==> src/rtl/spi_ctrl_pkg.sv <==
package spi_ctrl_pkg;
  localparam logic [2:0] ADR_CTRL = 3'd0;
  localparam logic [2:0] ADR_STAT = 3'd1;
  localparam logic [2:0] ADR_PIN  = 3'd2;
  localparam logic [2:0] ADR_TXD  = 3'd3;
  localparam logic [2:0] ADR_RXD  = 3'd4;
  localparam int CTL_EN   = 0;
  localparam int CTL_MST  = 1;
  localparam int PIN_KEEP = 0;
  localparam int PIN_MMEN = 2;
endpackage

==> src/rtl/spi_ctrl_sync.sv <==
module spi_ctrl_sync #(
  parameter int W = 3,
  parameter int STAGES = 2,
  parameter logic [W-1:0] RST_VAL = '0
) (
  input  logic         clk_i,
  input  logic         rst_ni,
  input  logic [W-1:0] d_i,
  output logic [W-1:0] q_o
);
  logic [W-1:0] st_q [STAGES];

  always_ff @(posedge clk_i or negedge rst_ni) begin
    if (!rst_ni) begin
      for (int i = 0; i < STAGES; i++) st_q[i] <= RST_VAL;
    end else begin
      st_q[0] <= d_i;
      for (int i = 1; i < STAGES; i++) st_q[i] <= st_q[i-1];
    end
  end

  assign q_o = st_q[STAGES-1];
endmodule

==> src/rtl/spi_ctrl_shift.sv <==
module spi_ctrl_shift #(
  parameter int DW  = 8,
  parameter int DIV = 4
) (
  input  logic          clk_i,
  input  logic          rst_ni,
  input  logic          en_i,
  input  logic          master_i,
  input  logic          load_i,
  input  logic [DW-1:0] load_data_i,
  input  logic          miso_i,
  input  logic          sck_s_i,
  input  logic          ss_s_i,
  input  logic          mosi_s_i,
  output logic          busy_o,
  output logic          done_o,
  output logic [DW-1:0] rx_o,
  output logic          sck_o,
  output logic          sdo_o,
  output logic          last_o
);
  localparam int HALF = DIV / 2;
  localparam int CW   = $clog2(HALF + 1);
  localparam int BW   = $clog2(DW);

  logic [DW-1:0] shreg_q;
  logic [CW-1:0] div_q;
  logic [BW-1:0] bit_q;
  logic busy_q, done_q, sck_q, sck_d_q, samp_q, last_q;
  logic m_tick, rise, fall, abort, s_rise, s_fall;

  assign m_tick = busy_q && master_i && (div_q == CW'(HALF - 1));
  assign s_rise = en_i && !master_i && !ss_s_i && sck_s_i && !sck_d_q;
  assign s_fall = en_i && !master_i && !ss_s_i && !sck_s_i && sck_d_q && busy_q;
  assign rise   = master_i ? (m_tick && !sck_q) : s_rise;
  assign fall   = master_i ? (m_tick && sck_q) : s_fall;
  assign abort  = !master_i && busy_q && ss_s_i;

  always_ff @(posedge clk_i or negedge rst_ni) begin
    if (!rst_ni) begin
      shreg_q <= '0;
      div_q   <= '0;
      bit_q   <= '0;
      busy_q  <= 1'b0;
      done_q  <= 1'b0;
      sck_q   <= 1'b0;
      sck_d_q <= 1'b0;
      samp_q  <= 1'b0;
      last_q  <= 1'b0;
    end else begin
      sck_d_q <= sck_s_i;
      done_q  <= 1'b0;
      if (load_i) begin
        shreg_q <= load_data_i;
        bit_q   <= '0;
        if (en_i && master_i) begin
          busy_q <= 1'b1;
          sck_q  <= 1'b0;
          div_q  <= '0;
        end
      end else if (abort) begin
        busy_q <= 1'b0;
        bit_q  <= '0;
      end else begin
        if (busy_q && master_i) div_q <= m_tick ? '0 : div_q + 1'b1;
        if (m_tick) sck_q <= !sck_q;
        if (rise) begin
          samp_q <= master_i ? miso_i : mosi_s_i;
          if (!master_i) busy_q <= 1'b1;
        end
        if (fall) begin
          last_q  <= shreg_q[DW-1];
          shreg_q <= {shreg_q[DW-2:0], samp_q};
          bit_q   <= bit_q + 1'b1;
          if (bit_q == BW'(DW - 1)) begin
            busy_q <= 1'b0;
            done_q <= 1'b1;
            bit_q  <= '0;
          end
        end
      end
    end
  end

  assign busy_o = busy_q;
  assign done_o = done_q;
  assign rx_o   = shreg_q;
  assign sck_o  = sck_q;
  assign sdo_o  = shreg_q[DW-1];
  assign last_o = last_q;

  p_done_idle_r2: assert property (@(posedge clk_i) disable iff (!rst_ni)
    done_q |-> !busy_q);
  p_abort_r10: assert property (@(posedge clk_i) disable iff (!rst_ni)
    (abort && !load_i) |=> (!busy_q && !done_q && bit_q == '0));
  p_sck_idle_r2: assert property (@(posedge clk_i) disable iff (!rst_ni)
    (!busy_q && master_i) |-> !sck_q);
endmodule

==> src/rtl/spi_ctrl.sv <==
module spi_ctrl
  import spi_ctrl_pkg::*;
#(
  parameter int DIV = 4,
  parameter int SYNC_STAGES = 2
) (
  input  logic       clk_i,
  input  logic       rst_ni,
  input  logic [2:0] addr_i,
  input  logic       wr_i,
  input  logic       rd_i,
  input  logic [7:0] wdata_i,
  output logic [7:0] rdata_o,
  input  logic       sck_i,
  output logic       sck_o,
  output logic       sck_oe_o,
  input  logic       mosi_i,
  output logic       mosi_o,
  output logic       mosi_oe_o,
  input  logic       miso_i,
  output logic       miso_o,
  output logic       miso_oe_o,
  input  logic       ss_ni
);
  localparam int DW = 8;

  logic en_q, mst_q, keep_q, mmen_q, rdy_q, mm_q, col_q, ss_d_q;
  logic [DW-1:0] rxd_q, rx_w;
  logic [2:0] pin_s;
  logic sck_s, ss_s, mosi_s;
  logic busy, done, sdo, last, eng_sck;
  logic wr_tx, rd_rx, rd_st, col_evt, mm_evt, load;

  spi_ctrl_sync #(.W(3), .STAGES(SYNC_STAGES), .RST_VAL(3'b010)) u_sync (
    .clk_i(clk_i), .rst_ni(rst_ni),
    .d_i({mosi_i, ss_ni, sck_i}), .q_o(pin_s)
  );
  assign {mosi_s, ss_s, sck_s} = pin_s;

  spi_ctrl_shift #(.DW(DW), .DIV(DIV)) u_shift (
    .clk_i(clk_i), .rst_ni(rst_ni), .en_i(en_q), .master_i(mst_q),
    .load_i(load), .load_data_i(wdata_i), .miso_i(miso_i),
    .sck_s_i(sck_s), .ss_s_i(ss_s), .mosi_s_i(mosi_s),
    .busy_o(busy), .done_o(done), .rx_o(rx_w),
    .sck_o(eng_sck), .sdo_o(sdo), .last_o(last)
  );

  assign wr_tx   = wr_i && addr_i == ADR_TXD;
  assign rd_rx   = rd_i && addr_i == ADR_RXD;
  assign rd_st   = rd_i && addr_i == ADR_STAT;
  assign col_evt = busy && (wr_tx || rd_rx);
  assign load    = wr_tx && !busy;
  assign mm_evt  = en_q && mst_q && mmen_q && ss_d_q && !ss_s;

  always_ff @(posedge clk_i or negedge rst_ni) begin
    if (!rst_ni) begin
      en_q   <= 1'b0;
      mst_q  <= 1'b0;
      keep_q <= 1'b0;
      mmen_q <= 1'b0;
      rdy_q  <= 1'b1;
      mm_q   <= 1'b0;
      col_q  <= 1'b0;
      ss_d_q <= 1'b1;
      rxd_q  <= '0;
    end else begin
      ss_d_q <= ss_s;
      if (wr_i && addr_i == ADR_CTRL) begin
        en_q  <= wdata_i[CTL_EN];
        mst_q <= wdata_i[CTL_MST];
      end
      if (wr_i && addr_i == ADR_PIN) begin
        keep_q <= wdata_i[PIN_KEEP];
        mmen_q <= wdata_i[PIN_MMEN];
      end
      if (load)      rdy_q <= 1'b0;
      else if (done) rdy_q <= 1'b1;
      if (done) rxd_q <= rx_w;
      // set beats the read-clear
      if (col_evt)    col_q <= 1'b1;
      else if (rd_st) col_q <= 1'b0;
      if (mm_evt)     mm_q <= 1'b1;
      else if (rd_st) mm_q <= 1'b0;
    end
  end

  always_comb begin
    rdata_o = '0;
    case (addr_i)
      ADR_CTRL: begin
        rdata_o[CTL_EN]  = en_q;
        rdata_o[CTL_MST] = mst_q;
      end
      ADR_STAT: rdata_o[2:0] = {col_q, mm_q, rdy_q};
      ADR_PIN: begin
        rdata_o[PIN_KEEP] = keep_q;
        rdata_o[PIN_MMEN] = mmen_q;
      end
      ADR_RXD: rdata_o = rxd_q;
      default: rdata_o = '0;
    endcase
  end

  assign sck_o     = eng_sck;
  assign sck_oe_o  = en_q && mst_q;
  assign mosi_o    = busy ? sdo : last;
  assign mosi_oe_o = en_q && mst_q && (busy || keep_q);
  assign miso_o    = sdo;
  assign miso_oe_o = en_q && !mst_q && !ss_s;

  p_ready_clr_r3: assert property (@(posedge clk_i) disable iff (!rst_ni)
    load |=> !rdy_q);
  p_ready_set_r3: assert property (@(posedge clk_i) disable iff (!rst_ni)
    (done && !load) |=> rdy_q);
  p_col_set_r4: assert property (@(posedge clk_i) disable iff (!rst_ni)
    (busy && wr_tx) |=> (col_q && $stable(rdy_q)));
  p_col_clr_r5: assert property (@(posedge clk_i) disable iff (!rst_ni)
    rd_st |=> !col_q);
  p_mm_wins_r5: assert property (@(posedge clk_i) disable iff (!rst_ni)
    (mm_evt && rd_st) |=> mm_q);
  p_mm_off_r6: assert property (@(posedge clk_i) disable iff (!rst_ni)
    (!mmen_q && !mm_q) |=> !mm_q);
  p_dir_excl_r8: assert property (@(posedge clk_i) disable iff (!rst_ni)
    !(miso_oe_o && (sck_oe_o || mosi_oe_o)));
endmodule

==> config.mk <==
export PLATFORM = sky130hd
export DESIGN_NAME = spi_ctrl
export DESIGN_NICKNAME = d
export VERILOG_FILES = /design/src/rtl/spi_ctrl_pkg.sv /design/src/rtl/spi_ctrl_sync.sv /design/src/rtl/spi_ctrl_shift.sv /design/src/rtl/spi_ctrl.sv
export SDC_FILE = /design/constraint.sdc
export NUM_CORES = 1
export LEC_CHECK = 0
export ABC_AREA = 1
export BUFFER_PORTS_ARGS = -buffer_cell sky130_fd_sc_hd__buf_2
export CORE_ASPECT_RATIO = 0.5
export CORE_UTILIZATION = 40
export CTS_BUF_LIST = sky130_fd_sc_hd__clkbuf_8
export CTS_CLUSTER_DIAMETER = 100
export DETAILED_ROUTE_END_ITERATION = 12
export MAX_ROUTING_LAYER = met4
export PLACE_DENSITY = 0.64
export SYNTH_ARGS = -nofsm -noshare
export SYNTH_HDL_FRONTEND = slang
export SYNTH_SLANG_ARGS = --single-unit
==> constraint.sdc <==
create_clock -name clk_i -period 1.7 [get_ports clk_i]
set_clock_uncertainty 0.1 [all_clocks]
set_input_delay 0.34 -clock clk_i [delete_from_list [all_inputs] [get_ports clk_i]]
set_output_delay 0.34 -clock clk_i [all_outputs]
set_load 0.1 [all_outputs]
==> metrics.yaml <==
outcome:
  status: "finished with violations"
  violations: "setup timing"
final_layout:
  multiInputGateArea_um2: 898
  fin_area_um2: 2730
  layout-drive-gt1-share_pct: 30.5
  final-seq-area_um2: 1030
  syn2layout_area_growth_pct: 40.6
  antennaDiodeCount: 0
  nFillCells: 390
  nets: 305
global_route:
  antenna_found_initial: 0
  grt_max_degree: 37
  groute.usage.overall_pct: 19.7
  grt_pass1_vias: 1626
  grt_overflow: 0
  grt_first_pass_wirelength_um: 7330
detailed_routing:
  antenna_left: 0
  drtIter0Drc: 72
  routedWlPerCell_um: 11.9
  drc: 0
  avgViaCountPerCell: 4.69
  drtPass1Iterations: 4
  vias: 1645
  wl_um: 4190
timing:
  fmax_mhz: 571
  min_period_ns: 1.75
  slew_headroom_pct: 67.2
  maxSlewViolCount: 0
  setup_ws_ns: -0.0522
  hold_viol_final: 0
  worst_slew_pin_slew_ns: 0.491
  setup_tns_ns: -0.0707
  grt_setup_unrepaired: "yes"
  period_share_pct: 103
  finalSetupViolations: 2
placement:
  preCtsSetupSlack_ns: 0.00677
  dpl_cell_area_um2: 2570
  portBuffers: 32
  place.gp.congestion: 0.862
  hpwlAfterDp_um: 3100
critical_path:
  crit_chain: "nand4_1 -> o2111ai_4 -> buf_12"
  cpMaxStageDelayCell: "dfstp_2"
  crit_type: "reg2out"
  crit_required_ns: 1.26
  arrival_ns: 1.31
  endpoint_kind: "output pin"
  slowest_delay_ns: 0.55
  start_kind: "flop"
  crit_buf_inv: 1
  cp_max_fo: 2
  crit_family: "flip-flops"
power:
  ir_drop_mv: 0.422
  power_leakage_nw: 1.35
  p_total_w: 0.00328
  powerDensity_nw_per_um2: 1200
floorplan:
  die_w_um: 101
  core_um2: 4530
  die_y_um: 51.3
  fp-row-count: 17
  dieArea_um2: 5160
  ios: 33
  start_util_pct: 42.9
synth:
  ys_async_sr_fraction_pct: 100
  synth-edff-count: 0
  synth_area_um2: 1940
  ys_ff_latch: 41
  yosysTopAreaCell: "dfrtp_1"
  synth_flop_cell: "dfrtp_1"
  synth_cell_types: 30
  synthCells: 235
  synth_top_area_share_pct: 47.6
  synthTopCellsByArea: "dfrtp_1 (48%), nand2_1 (17%), dfstp_2 (5.4%)"
  yosys_warnings: 0
  yosysMostFrequentCell: "nand2_1"
  syn_area_per_cell_um2: 8.27
  netlist_top_cells_count: "nand2_1 (88), dfrtp_1 (37), inv_1 (28)"
  synth_fp_nets: 256
  synth-seq-area-share_pct: 53.1
worst_hold_path:
  hold_class: "in2reg"
run:
  cap_violations: 0
cts:
  insertion_delay_ns: 0.29
  h-tree-depth: 2
  numCtsBuffers: 5
  clock-sinks: 41
  clkSlewWorstSetupHoldPaths_ns: 0.08
  ctsRootBufferMaster: "clkbuf_8"
  cts_tree: "yes"
  clock_path_buffers: 2
[registers in the layout, summed over array words and instances, names as in the netlist]
signal / count
u_sync.st_q: 3
u_shift.bit_q: 3
u_sync.q_o: 3
u_shift.samp_q: 1
mm_q: 1
u_shift.rx_o: 8
u_shift.sck_o: 1
mmen_q: 1
mst_q: 1
u_shift.busy_o: 1
rxd_q: 8
rdy_q: 1
en_q: 1
ss_d_q: 1
u_shift.done_o: 1
keep_q: 1
u_shift.last_o: 1
col_q: 1
u_shift.sck_d_q: 1
u_shift.div_q: 2
[power by group]
group	internal [W]	total (W)	leakage, nW	switching, W
sequential	0.00118	0.00134	0.525	0.000162
combinational	0.000402	0.00113	0.762	0.000724
clock	0.000473	0.000807	0.0626	0.000334
[area by class of cell]
class                   count  share of cell area (%)
multi-input cells         158                    32.9
inverters                  33                    4.81
well taps                  66                    3.02
clock inverters             2                    1.24
clock buffers               6                    3.02
flip-flops and latches     41                    37.8
repair buffers             45                    17.2
[cell families after synthesis]
| logic type | synth area share (%) |
|---|---|
| AO/OA/AOI/OAI | 8.63 |
| XOR/XNOR | 0.451 |
| buffers and inverters | 7.92 |
| AND/OR/NAND/NOR | 28.7 |
| flip-flops | 53.1 |
| adder cells (fa/ha/maj) | 1.29 |
[cells in the final DEF (no fill, tap or decap), types with 3 or more instances in the layout]
cell type   n
dfstp_2     4
nor2_1      9
dfrtp_1    35
clkbuf_8    6
o21ai_0    18
buf_4       9
buf_2      20
buf_12     14
o21ai_1     5
nand2_1    87
a21oi_1     3
nor2_4      9
inv_2       4
nand3_1     6
inv_1      28
[through the flow]
| step | utilization (%) | instances | hold slack, ns |
|---|---|---|---|
| 2_1_floorplan | - | 235 | -0.0556 |
| 3_3_place_gp | 56.8 | 339 | 0.0782 |
| 3_5_place_dp | 56.8 | 339 | 0.0840 |
| 4_1_cts | 60.2 | 351 | 0.0287 |
| 5_1_grt | 60.3 | 351 | 0.0252 |
| 6_report | 60.3 | 351 | 0.0396 |
[path summary, 6_finish.rpt]
| kind | from | endpoint | slack [ns] | cells past startpoint |
|---|---|---|---|---|
| worst max register to register | mst_q | u_shift.rx_o[2] | 0.16 | 9 |
| worst min register to register | u_sync.st_q[5] | u_sync.q_o[2] | 0.26 | 0 |
| max in group asynchronous | rst_ni | u_sync.st_q[4] | 0.70 | 3 |
| worst min-delay path | ss_ni | u_sync.st_q[4] | 0.04 | 1 |
| worst max-delay path | rdy_q | rdata_o[0] | -0.05 | 3 |
| min in group asynchronous | rst_ni | rxd_q[7] | 0.31 | 2 |
[layer usage]
| layer | track usage (%) | wire length, um |
|---|---|---|
| met2 | 34.2 | 2090 |
| met1 | 22.8 | 1930 |
| met4 | 6.28 | 25 |
| met5 | - | 0 |
| met3 | 4.92 | 139 |
[what timing repair did]
| item | in CTS | in global routing |
|---|---|---|
| hold endpoints to repair | 5 | 0 |
| hold buffers | 1 | 0 |
| endpoints found under the setup margin | 3 | 6 |
| resized for setup | 2 | 2 |
| pin swaps | 3 | 1 |
| buffers inserted | 3 | 0 |
Note: power is estimated with default switching activity, not from simulation.
